File: src/rtl/elc_pkg.sv
package elc_pkg;
    localparam int ETC_W = 16;

    typedef enum logic [1:0] {
        EV_NONE  = 2'd0,
        EV_FIRST = 2'd1,
        EV_LOG   = 2'd2,
        EV_ROLL  = 2'd3
    } ev_kind_e;
endpackage

File: src/rtl/elc_etc.sv
module elc_etc #(
    parameter int W = 16
) (
    input  logic         clk,
    input  logic         rst_n,
    input  logic         run_i,
    input  logic         tick_i,
    input  logic         zero_i,
    output logic [W-1:0] cnt_o
);
    logic [W-1:0] cnt_d, cnt_q;

    always_comb begin
        cnt_d = cnt_q;
        if (zero_i)
            cnt_d = '0;
        else if (run_i && tick_i)
            cnt_d = cnt_q + 1'b1;
    end

    always_ff @(posedge clk or negedge rst_n) begin
        if (!rst_n) cnt_q <= '0;
        else        cnt_q <= cnt_d;
    end

    assign cnt_o = cnt_q;

    // the count only restarts or steps by one
    p_etc_step_r4: assert property (@(posedge clk) disable iff (!rst_n)
        (cnt_q != $past(cnt_q)) |-> (cnt_q == '0 || cnt_q == $past(cnt_q) + 1'b1));
endmodule

File: src/rtl/elc_clear.sv
module elc_clear #(
    parameter int AW = 11
) (
    input  logic          clk,
    input  logic          rst_n,
    input  logic          start_i,
    output logic          busy_o,
    output logic [AW-1:0] addr_o,
    output logic          done_o
);
    typedef struct packed {
        logic          busy;
        logic [AW-1:0] cnt;
    } sweep_t;

    sweep_t s_d, s_q;
    logic   last;

    assign last = s_q.busy && (s_q.cnt == {AW{1'b1}});

    always_comb begin
        s_d = s_q;
        if (start_i) begin
            s_d.busy = 1'b1;
            s_d.cnt  = '0;
        end else if (s_q.busy) begin
            if (last) s_d.busy = 1'b0;
            else      s_d.cnt  = s_q.cnt + 1'b1;
        end
    end

    always_ff @(posedge clk or negedge rst_n) begin
        if (!rst_n) s_q <= '0;
        else        s_q <= s_d;
    end

    assign busy_o = s_q.busy;
    assign addr_o = s_q.cnt;
    assign done_o = last;

    // the sweep visits consecutive addresses without a gap
    p_sweep_r9: assert property (@(posedge clk) disable iff (!rst_n)
        (s_q.busy && !last && !start_i) |=> (s_q.busy && s_q.cnt == $past(s_q.cnt) + 1'b1));
endmodule

File: src/rtl/elc_wport.sv
module elc_wport #(
    parameter int AW = 11
) (
    input  logic          clk,
    input  logic          rst_n,
    input  logic          log_i,
    input  logic [AW-1:0] base_i,
    input  logic [15:0]   val_i,
    input  logic          clr_busy_i,
    input  logic [AW-1:0] clr_addr_i,
    output logic          busy_o,
    output logic          we_o,
    output logic [AW-1:0] addr_o,
    output logic [7:0]    data_o
);
    typedef struct packed {
        logic          we;
        logic          pend;
        logic [AW-1:0] addr;
        logic [7:0]    data;
        logic [7:0]    msb;
    } wr_t;

    wr_t w_d, w_q;

    always_comb begin
        w_d      = w_q;
        w_d.we   = 1'b0;
        w_d.pend = 1'b0;
        if (log_i) begin
            w_d.we   = 1'b1;
            w_d.pend = 1'b1;
            w_d.addr = base_i;
            w_d.data = val_i[7:0];
            w_d.msb  = val_i[15:8];
        end else if (w_q.pend) begin
            w_d.we   = 1'b1;
            w_d.addr = w_q.addr + 1'b1;
            w_d.data = w_q.msb;
        end
    end

    always_ff @(posedge clk or negedge rst_n) begin
        if (!rst_n) w_q <= '0;
        else        w_q <= w_d;
    end

    assign busy_o = w_q.we;
    assign we_o   = clr_busy_i | w_q.we;
    assign addr_o = clr_busy_i ? clr_addr_i : w_q.addr;
    assign data_o = clr_busy_i ? 8'h00 : w_q.data;

    // the high byte lands one address above the low byte, next cycle
    p_msb_next_r2: assert property (@(posedge clk) disable iff (!rst_n)
        w_q.pend |=> (we_o && addr_o == $past(addr_o) + 1'b1));
endmodule

File: src/rtl/elc_mission_ctrl.sv
module elc_mission_ctrl
    import elc_pkg::*;
#(
    parameter int N_ENT   = 1024,
    parameter int STAMP_W = 64,
    parameter int EC_W    = 16,
    localparam int PW     = $clog2(N_ENT) + 1
) (
    input  logic               clk,
    input  logic               rst_n,
    input  logic               evt_i,
    input  logic               sec_tick_i,
    input  logic               min_tick_i,
    input  logic               rate_min_i,
    input  logic               roll_en_i,
    input  logic [STAMP_W-1:0] tod_i,
    input  logic               me_wr_i,
    input  logic               me_wdata_i,
    input  logic               mip_wr_i,
    input  logic               mip_wdata_i,
    input  logic               clren_wr_i,
    input  logic               clren_wdata_i,
    input  logic               cm_wr_i,
    output logic               me_o,
    output logic               mip_o,
    output logic               clr_en_o,
    output logic               mem_clr_o,
    output logic               rof_o,
    output logic [EC_W-1:0]    ec_o,
    output logic [ETC_W-1:0]   etc_o,
    output logic [PW-1:0]      ptr_o,
    output logic [ETC_W-1:0]   ev0_o,
    output logic [STAMP_W-1:0] stamp_o,
    output logic               mem_we_o,
    output logic [PW-1:0]      mem_addr_o,
    output logic [7:0]         mem_wdata_o
);
    localparam logic [PW-1:0] FULL_PTR = PW'(N_ENT);

    typedef struct packed {
        logic               me;
        logic               mip;
        logic               started;
        logic               clr_en;
        logic               mem_clr;
        logic               rof;
        logic [EC_W-1:0]    ec;
        logic [PW-1:0]      ptr;
        logic [ETC_W-1:0]   ev0;
        logic [STAMP_W-1:0] stamp;
    } ctl_t;

    ctl_t       c_d, c_q;
    ev_kind_e   kind;
    logic       clr_go, clr_busy, clr_done, wr_busy, full, tick_sel;
    logic [PW-1:0]    clr_addr;
    logic [ETC_W-1:0] etc_val;

    assign full     = (c_q.ptr == FULL_PTR);
    assign tick_sel = rate_min_i ? min_tick_i : sec_tick_i;

    always_comb begin
        c_d    = c_q;
        kind   = EV_NONE;
        clr_go = 1'b0;

        if (evt_i && !clr_busy) begin
            if (c_q.me && !c_q.started)
                kind = EV_FIRST;
            else if (c_q.mip && c_q.started) begin
                if (!full)          kind = EV_LOG;
                else if (roll_en_i) kind = EV_ROLL;
            end
        end

        case (kind)
            EV_FIRST: begin
                c_d.mip     = 1'b1;
                c_d.started = 1'b1;
                c_d.mem_clr = 1'b0;
                c_d.stamp   = tod_i;
                c_d.ec      = c_q.ec + 1'b1;
            end
            EV_LOG: begin
                c_d.ptr = c_q.ptr + 1'b1;
                c_d.ec  = c_q.ec + 1'b1;
                if ((c_q.ptr == FULL_PTR - 1'b1) && !roll_en_i) begin
                    c_d.me      = 1'b0;
                    c_d.mip     = 1'b0;
                    c_d.started = 1'b0;
                end
            end
            EV_ROLL: begin
                c_d.ev0   = etc_val;
                c_d.stamp = tod_i;
                c_d.ptr   = '0;
                c_d.rof   = 1'b1;
                c_d.ec    = c_q.ec + 1'b1;
            end
            default: ;
        endcase

        if (me_wr_i) begin
            if (me_wdata_i) begin
                if (c_q.mem_clr) begin
                    c_d.me     = 1'b1;
                    c_d.clr_en = 1'b0;
                end
            end else if (!c_q.mip) begin
                c_d.me = 1'b0;
            end
        end

        if (mip_wr_i && mip_wdata_i && c_q.mem_clr) begin
            c_d.mip    = 1'b1;
            c_d.me     = 1'b1;
            c_d.clr_en = 1'b0;
        end

        if (clren_wr_i)
            c_d.clr_en = clren_wdata_i;

        if (cm_wr_i && c_q.clr_en && !c_q.mip && !c_q.me && !clr_busy && !wr_busy) begin
            clr_go      = 1'b1;
            c_d.ec      = '0;
            c_d.ptr     = '0;
            c_d.rof     = 1'b0;
            c_d.ev0     = '0;
            c_d.stamp   = '0;
            c_d.started = 1'b0;
            c_d.mem_clr = 1'b0;
        end

        if (clr_done)
            c_d.mem_clr = 1'b1;
    end

    always_ff @(posedge clk or negedge rst_n) begin
        if (!rst_n) c_q <= '0;
        else        c_q <= c_d;
    end

    elc_etc #(.W(ETC_W)) etc_i (
        .clk    (clk),
        .rst_n  (rst_n),
        .run_i  (c_q.started),
        .tick_i (tick_sel),
        .zero_i ((kind != EV_NONE) || clr_go),
        .cnt_o  (etc_val)
    );

    elc_clear #(.AW(PW)) clear_i (
        .clk     (clk),
        .rst_n   (rst_n),
        .start_i (clr_go),
        .busy_o  (clr_busy),
        .addr_o  (clr_addr),
        .done_o  (clr_done)
    );

    elc_wport #(.AW(PW)) wport_i (
        .clk        (clk),
        .rst_n      (rst_n),
        .log_i      (kind == EV_LOG),
        .base_i     ({c_q.ptr[PW-2:0], 1'b0}),
        .val_i      (etc_val),
        .clr_busy_i (clr_busy),
        .clr_addr_i (clr_addr),
        .busy_o     (wr_busy),
        .we_o       (mem_we_o),
        .addr_o     (mem_addr_o),
        .data_o     (mem_wdata_o)
    );

    assign me_o      = c_q.me;
    assign mip_o     = c_q.mip;
    assign clr_en_o  = c_q.clr_en;
    assign mem_clr_o = c_q.mem_clr;
    assign rof_o     = c_q.rof;
    assign ec_o      = c_q.ec;
    assign etc_o     = etc_val;
    assign ptr_o     = c_q.ptr;
    assign ev0_o     = c_q.ev0;
    assign stamp_o   = c_q.stamp;

    // the event count only steps by one or is cleared
    p_ec_step_r3: assert property (@(posedge clk) disable iff (!rst_n)
        (c_q.ec != $past(c_q.ec)) |-> (c_q.ec == '0 || c_q.ec == $past(c_q.ec) + 1'b1));

    // the wrap flag rises together with the pointer returning to zero
    p_rof_wrap_r5: assert property (@(posedge clk) disable iff (!rst_n)
        $rose(c_q.rof) |-> (c_q.ptr == '0));

    // a mission only ends with the log filled
    p_end_full_r6: assert property (@(posedge clk) disable iff (!rst_n)
        $fell(c_q.mip) |-> (c_q.ptr == FULL_PTR));

    // a running mission survives unless its last entry is being written
    p_mip_hold_r7: assert property (@(posedge clk) disable iff (!rst_n)
        (c_q.mip && c_q.ptr != FULL_PTR - 1'b1) |=> c_q.mip);

    // enable rises only out of a cleared log
    p_me_gate_r8: assert property (@(posedge clk) disable iff (!rst_n)
        $rose(c_q.me) |-> $past(c_q.mem_clr));
endmodule

File: config.mk
export PLATFORM = sky130hd
export DESIGN_NAME = elc_mission_ctrl
export DESIGN_NICKNAME = d
export VERILOG_FILES = /design/src/rtl/elc_pkg.sv /design/src/rtl/elc_etc.sv /design/src/rtl/elc_clear.sv /design/src/rtl/elc_wport.sv /design/src/rtl/elc_mission_ctrl.sv
export SDC_FILE = /design/constraint.sdc
export NUM_CORES = 1
export LEC_CHECK = 0
export BUFFER_PORTS_ARGS = -buffer_cell sky130_fd_sc_hd__buf_4
export CAP_MARGIN = 20
export CORE_UTILIZATION = 35
export CTS_CLUSTER_DIAMETER = 60
export DETAILED_ROUTE_END_ITERATION = 12
export PLACE_DENSITY = 0.57
export REMOVE_ABC_BUFFERS = 1
export SLEW_MARGIN = 20
export SYNTH_ARGS = -nofsm -noshare
export SYNTH_HDL_FRONTEND = slang
export SYNTH_SLANG_ARGS = --single-unit
File: constraint.sdc
create_clock -name clk -period 2 [get_ports clk]
set_input_delay 0.1 -clock clk [delete_from_list [all_inputs] [get_ports clk]]
set_output_delay 0.1 -clock clk [all_outputs]
set_load 0.01 [all_outputs]
==> results.sh, run 1 <==
export IMPL_status="complete, no violations"
export IMPL_cts_sinks=170
export IMPL_initial_core_util_pct=35.6
export IMPL_fp_dieH_um=151
export IMPL_maxSlewViolCount=0
export IMPL_grt_max_degree=69
export IMPL_r2r_setup_slack_ps=110
export IMPL_arrival_ps=2220
export IMPL_clockBufferDepth=2
export IMPL_grt_pass1_wl_um=34800
export IMPL_portBuffers=225
export IMPL_startpoint_type="flop"
export IMPL_synthToLayoutAreaGrowth_pct=47.1
export IMPL_fill_cells=2005
export IMPL_cp_slowest_cell="dfrtp_1"
export IMPL_dp_slack_ps=24.6
export IMPL_grt_overflow_total=0
export IMPL_layout_setup_ws_ps=112
export IMPL_dpl_cell_count=1321
export IMPL_routedWlPerCell_um=14.9
export IMPL_synth_edf_count=0
export IMPL_cp_common_cell="buf_4"
export IMPL_core_rowCount=54
export IMPL_yosysWarnings=0
export IMPL_crit_fanout=5
export IMPL_crit_buf_inv=2
export IMPL_cp_required_ps=2330
export IMPL_ys_ff_latch=170
export IMPL_drv_cap=0
export IMPL_dieArea_um2=22700
export IMPL_fin_nets=1214
export IMPL_finalHoldViolations=0
export IMPL_synth_ff_type="dfrtp_1"
export IMPL_grt_pass1_vias=6685
export IMPL_antenna_found_initial=0
export IMPL_worst_slew_pin_slew_ps=487
export IMPL_layout_drive_gt1_share_pct=29.6
export IMPL_postSynthAreaPerCell_um2=9.53
export IMPL_final_cells=1423
export IMPL_drc=0
export IMPL_synthArstFlopShare_pct=100
export IMPL_ant_nets=0
export IMPL_clk_pin_slew_ps=70
export IMPL_place_area_um2=10100
export IMPL_hp_class="input port to flop"
export IMPL_crit_family="simple AND/OR/NAND/NOR gates"
export IMPL_firstDrtPassIters=5
export IMPL_min_period_over_period_pct=94.4
export IMPL_cts_buffers=17
export IMPL_maxSlewHeadroom_pct=67.5
export IMPL_setup_viol_count_final=0
export IMPL_place_hpwl_um=14900
export IMPL_worstSetupStartpoint="ptr_o[5]$_DFFE_PN0P_"
export IMPL_fin_crit_ps=1890
export IMPL_final_area_um2=11400
export IMPL_die_w_um=151
export IMPL_core_um2=21800
export IMPL_finalCoreUtilization_pct=52.4
export IMPL_ys_types=48
export IMPL_r2r_start="ptr_o[5]$_DFFE_PN0P_"
export IMPL_max_freq_ghz=0.530
export IMPL_netlist_area_um2=7740
export IMPL_r2r_cells=7
export IMPL_post_cts_buffers=0
export IMPL_synthCells=813
export IMPL_peakVddDrop_mv=0.680
export IMPL_timing_hold_ws_ps=35.4
export IMPL_p_leak_nw=5.45
export IMPL_setup_tns_ps=0
export IMPL_timing_rr_end="ec_o[9]$_DFFE_PN0P_"
export IMPL_tritoncts="built"
export IMPL_path_cells="nor4_4 -> nand4_4 -> buf_4 -> o2111ai_1 -> buf_4 -> xor2_1 -> nor2_1"
export IMPL_path_depth=7
export IMPL_vias=6831
export IMPL_worst_setup_path_type="flop to flop"
export IMPL_seq_area_frac_synth_pct=54.9
export IMPL_grt_total_usage_pct=19.7
export IMPL_io_pins=226
export IMPL_num_antenna_cells=0
export IMPL_end_kind="flop"
export IMPL_power_density_nw_per_um2=1160
export IMPL_cpPeakStageDelay_ps=410
export IMPL_power_total_mw=13.3
export IMPL_cts_root_buf="clkbuf_16"
export IMPL_drt_total_wl_um=21200
export IMPL_drt_iter0_drc=351
export IMPL_rsz0062_at_grt="true"
export IMPL_gp_congestion=0.798
export IMPL_viasPerCell=4.80
export IMPL_cts_htree_levels=4
export IMPL_fin_skew_ps=13.9
export IMPL_crit_end="ec_o[9]$_DFFE_PN0P_"
export IMPL_clk_latency_ps=440
synth_stat cells, types with 2 or more instances:
| master | n | area [um^2] |
|---|---|---|
| inv_1 | 12 | 45.0 |
| a21oi_1 | 14 | 70.1 |
| nand2_1 | 219 | 822 |
| o211ai_1 | 3 | 22.5 |
| buf_2 | 14 | 70.1 |
| nand3_1 | 24 | 120 |
| and4_1 | 3 | 26.3 |
| xnor2_1 | 19 | 166 |
| nand2b_1 | 2 | 12.5 |
| or2_2 | 3 | 18.8 |
| ha_1 | 6 | 75.1 |
| buf_6 | 4 | 45.0 |
| dfrtp_1 | 170 | 4250 |
| and3_1 | 12 | 75.1 |
| a31oi_1 | 3 | 18.8 |
| xor2_1 | 22 | 193 |
| and2_1 | 2 | 12.5 |
| o21ai_2 | 2 | 17.5 |
| mux2i_1 | 17 | 170 |
| nor3b_1 | 2 | 15.0 |
| o31ai_1 | 3 | 22.5 |
| nor4_1 | 2 | 12.5 |
| o211ai_2 | 2 | 25.0 |
| o21a_1 | 2 | 15.0 |
| buf_4 | 5 | 37.5 |
| o21ai_1 | 19 | 95.1 |
| o21ai_0 | 92 | 460 |
| or3_1 | 7 | 43.8 |
| nand4_1 | 14 | 87.6 |
| or4_1 | 3 | 22.5 |
| nor2b_1 | 10 | 62.6 |
| nor2_1 | 47 | 176 |
| clkbuf_1 | 21 | 78.8 |
| mux2_2 | 18 | 203 |
| nand3b_1 | 2 | 15.0 |
cells in the final DEF (no fill, tap or decap), types with 18 or more instances in the layout:
master / n
buf_4: 261
dfrtp_1: 170
dlygate4sd3_1: 70
mux2_2: 18
nand2_1: 218
nand3_1: 24
nor2_1: 46
o21ai_0: 92
o21ai_1: 18
xnor2_1: 19
xor2_1: 22
flip-flops by register name (all words and copies together) (netlist names):
| name | cells |
|---|---|
| mip_o | 1 |
| me_o | 1 |
| ev0_o | 16 |
| wport_i.w_q | 28 |
| clear_i.addr_o | 11 |
| mem_clr_o | 1 |
| rof_o | 1 |
| c_q | 1 |
| clear_i.busy_o | 1 |
| wport_i.busy_o | 1 |
| etc_i.cnt_o | 16 |
| ptr_o | 11 |
| ec_o | 16 |
| stamp_o | 64 |
| clr_en_o | 1 |
worst min path at each step:
stage | from | to | slack [ps] | depth (start not counted)
global route | me_wdata_i | me_o$_DFF_PN0_ | 60 | 5
detailed placement | rst_n | ec_o[4]$_DFFE_PN0P_ | 20 | 1
finish | me_wdata_i | me_o$_DFF_PN0_ | 40 | 5
floorplan | rst_n | c_q[110]$_DFFE_PN0P_ | -200 | 0
global placement | rst_n | ec_o[2]$_DFFE_PN0P_ | 20 | 1
CTS | me_wdata_i | me_o$_DFF_PN0_ | 20 | 5
cell type report:
| class | instances | area [um^2] | area share, % |
|---|---|---|---|
| multi-input combinational | 587 | 3270 | 28.7 |
| inverter | 12 | 45.0 | 0.395 |
| clock buffer | 17 | 425 | 3.73 |
| sequential | 170 | 4250 | 37.3 |
| clock inverter | 15 | 175 | 1.54 |
| tap | 280 | 350 | 3.07 |
| timing repair buffer | 342 | 2870 | 25.2 |
logic make-up (layout without fill, tap and decap cells):
kind of cell / Yosys count / after routing / synth area share [%]
and+or+nand+nor: 359 / 359 / 20.7
muxes: 35 / 35 / 4.81
AOI/OAI and AO/OA: 146 / 146 / 10.4
adders and majority gates: 6 / 6 / 0.969
buffers and inverters: 56 / 386 / 3.57
xor gates and xnor gates: 41 / 41 / 4.64
DFF: 170 / 170 / 54.9
layer usage:
metal  share of wire [%]  vias up  global-route usage [%]
met5                   0        -                       0
met4                 1.7        0                    6.65
met3                 5.3       27                    4.76
met2                  48      165                    32.0
met1                  45     3263                    25.7
li1                    -     3376                       -
repair_timing:
item	in CTS	in global routing
resized for setup	2	3
setup endpoints to repair	2	16
hold buffers	70	0
pin swaps	1	2
hold endpoints to repair	209	0
worst min-delay path: cells and delay by family:
family	cells	cell delay, ps
and+or+nand+nor	4	240
buffers and inverters	1	80
where the power goes:
part	switching, mW	internal (mW)	total [mW]
clock	1.59	1.79	3.38
combinational	2.36	2.41	4.77
sequential	0.746	4.37	5.12
Note: power is estimated with default switching activity, not from simulation.
==> run 2, diff against run 1 <==
- CORE_UTILIZATION: 35 -> 47
- PLACE_DENSITY: 0.57 -> 0.73
==> run 2 against run 1 <==
Clock skew is 1.2 ps higher. Register-to-register slack worse by 20 ps. Via count is 4.1% higher. Design area is 0.63% lower. Critical endpoint is now ec_o[6]$_DFFE_PN0P_.
==> results.sh, run 2 (synthesis gave the netlist of run 1 again) <==
export IMPL_status="complete, no violations"
export IMPL_final_area_um2=11300
export IMPL_routedWlPerCell_um=16.2
export IMPL_mostFrequentLayoutCells="buf_4, nand2_1, dfrtp_1"
export IMPL_tritoncts="built"
export IMPL_core_rowCount=46
export IMPL_r2r_cells=6
export IMPL_initial_core_util_pct=48.4
export IMPL_min_period_over_period_pct=95.4
export IMPL_power_total_mw=13.2
export IMPL_clk_latency_ps=420
export IMPL_ant_nets=0
export IMPL_routed_top_layer="met4"
export IMPL_io_pins=226
export IMPL_cts_htree_levels=4
export IMPL_maxSlewViolCount=0
export IMPL_arrival_ps=2250
export IMPL_grt_total_usage_pct=27.1
export IMPL_firstDrtPassIters=7
export IMPL_hold_path_end="me_o$_DFF_PN0_"
export IMPL_cts_sinks=170
export IMPL_min_delay_start="me_wdata_i"
export IMPL_hold_depth=5
export IMPL_num_antenna_cells=0
export IMPL_clk_pin_slew_ps=70
export IMPL_setup_viol_count_final=0
export IMPL_drt_total_wl_um=22000
export IMPL_crit_fanout=7
export IMPL_antenna_found_initial=0
export IMPL_portBuffers=225
export IMPL_power_density_nw_per_um2=1160
export IMPL_fill_cells=1184
export IMPL_drc=0
export IMPL_vias=7108
export IMPL_hp_class="input port to flop"
export IMPL_r2r_setup_slack_ps=90
export IMPL_core_um2=16000
export IMPL_r2r_start="ptr_o[8]$_DFFE_PN0P_"
export IMPL_viasPerCell=5.23
export IMPL_maxSlewHeadroom_pct=61.6
export IMPL_dpl_cell_count=1256
export IMPL_fp_dieH_um=130
export IMPL_dieArea_um2=17000
export IMPL_fin_skew_ps=15.1
export IMPL_drt_iter0_drc=403
export IMPL_wl_met3_um=1170
export IMPL_grt_overflow_total=0
export IMPL_max_freq_ghz=0.524
export IMPL_setup_tns_ps=0
export IMPL_wirelength_met1_um=9320
export IMPL_worst_slew_pin_slew_ps=576
export IMPL_worstSetupStartpoint="ptr_o[8]$_DFFE_PN0P_"
export IMPL_layout_drive_gt1_share_pct=29.6
export IMPL_synthToLayoutAreaGrowth_pct=46.2
export IMPL_timing_rr_end="ec_o[6]$_DFFE_PN0P_"
export IMPL_fin_crit_ps=1910
export IMPL_fin_nets=1216
export IMPL_finalCoreUtilization_pct=70.8
export IMPL_place_hpwl_um=14800
export IMPL_cp_required_ps=2340
export IMPL_largest_register_ffs=64
export IMPL_layout_setup_ws_ps=93.0
export IMPL_place_area_um2=10000
export IMPL_final_cells=1360
export IMPL_drv_cap=0
export IMPL_wl_met2_um=10700
export IMPL_cts_root_buf="clkbuf_16"
export IMPL_grt_pass1_wl_um=35400
export IMPL_final_common_cell="buf_4"
export IMPL_timing_hold_ws_ps=35.3
export IMPL_p_leak_nw=5.45
export IMPL_gp_congestion=0.800
export IMPL_startpoint_type="flop"
export IMPL_grt_max_degree=60
export IMPL_worst_setup_path_type="flop to flop"
export IMPL_dp_slack_ps=36.7
export IMPL_cts_buffers=17
export IMPL_rsz0062_at_grt="true"
export IMPL_clockBufferDepth=2
export IMPL_end_kind="flop"
export IMPL_peakVddDrop_mv=0.720
export IMPL_finalHoldViolations=0
export IMPL_die_w_um=130
export IMPL_grt_pass1_vias=7148
## run 2: metal layers
layer	global-route usage (%)	vias up
met1	34.4	3469
met2	44.2	219
met4	12.0	0
met5	0	-
li1	-	3369
met3	6.64	51
## run 2: area by class of cell
type | count | area, um^2 | area share, %
tap | 216 | 270 | 2.39
sequential | 170 | 4260 | 37.6
timing repair buffer | 344 | 2920 | 25.8
clock inverter | 14 | 138 | 1.22
clock buffer | 17 | 425 | 3.76
inverter | 12 | 45.0 | 0.398
multi-input combinational | 587 | 3260 | 28.8
## run 2: repair_timing
action                                 in CTS  in global routing
hold buffers                               70                  0
setup endpoints to repair                   0                 54
endpoints found under the hold margin     120                  0
resized for setup                           0                  6
setup buffers                               0                  2
## run 2: worst max-delay path by stage
stage / end / depth (start not counted)
after floorplan: stamp_o[10]$_DFFE_PN0P_ / 4
after global placement: etc_i.cnt_o[0]$_DFFE_PN0P_ / 6
after detailed placement: ec_o[6]$_DFFE_PN0P_ / 6
after CTS: ec_o[6]$_DFFE_PN0P_ / 6
after global routing: ec_o[10]$_DFFE_PN0P_ / 6
final: ec_o[6]$_DFFE_PN0P_ / 6
## run 2: worst max-delay path, cell delays in order (launching register included)
cell and delay (ps):
dfrtp_1 400, nor4b_4 380, nand4_4 220, o211ai_1 390, buf_4 210, o21ai_0 90
a21oi_1 130
## run 2: power by group
part           internal, mW  switching (mW)
Clock                  1.74            1.45
Sequential             4.37           0.776
Combinational          2.41            2.44
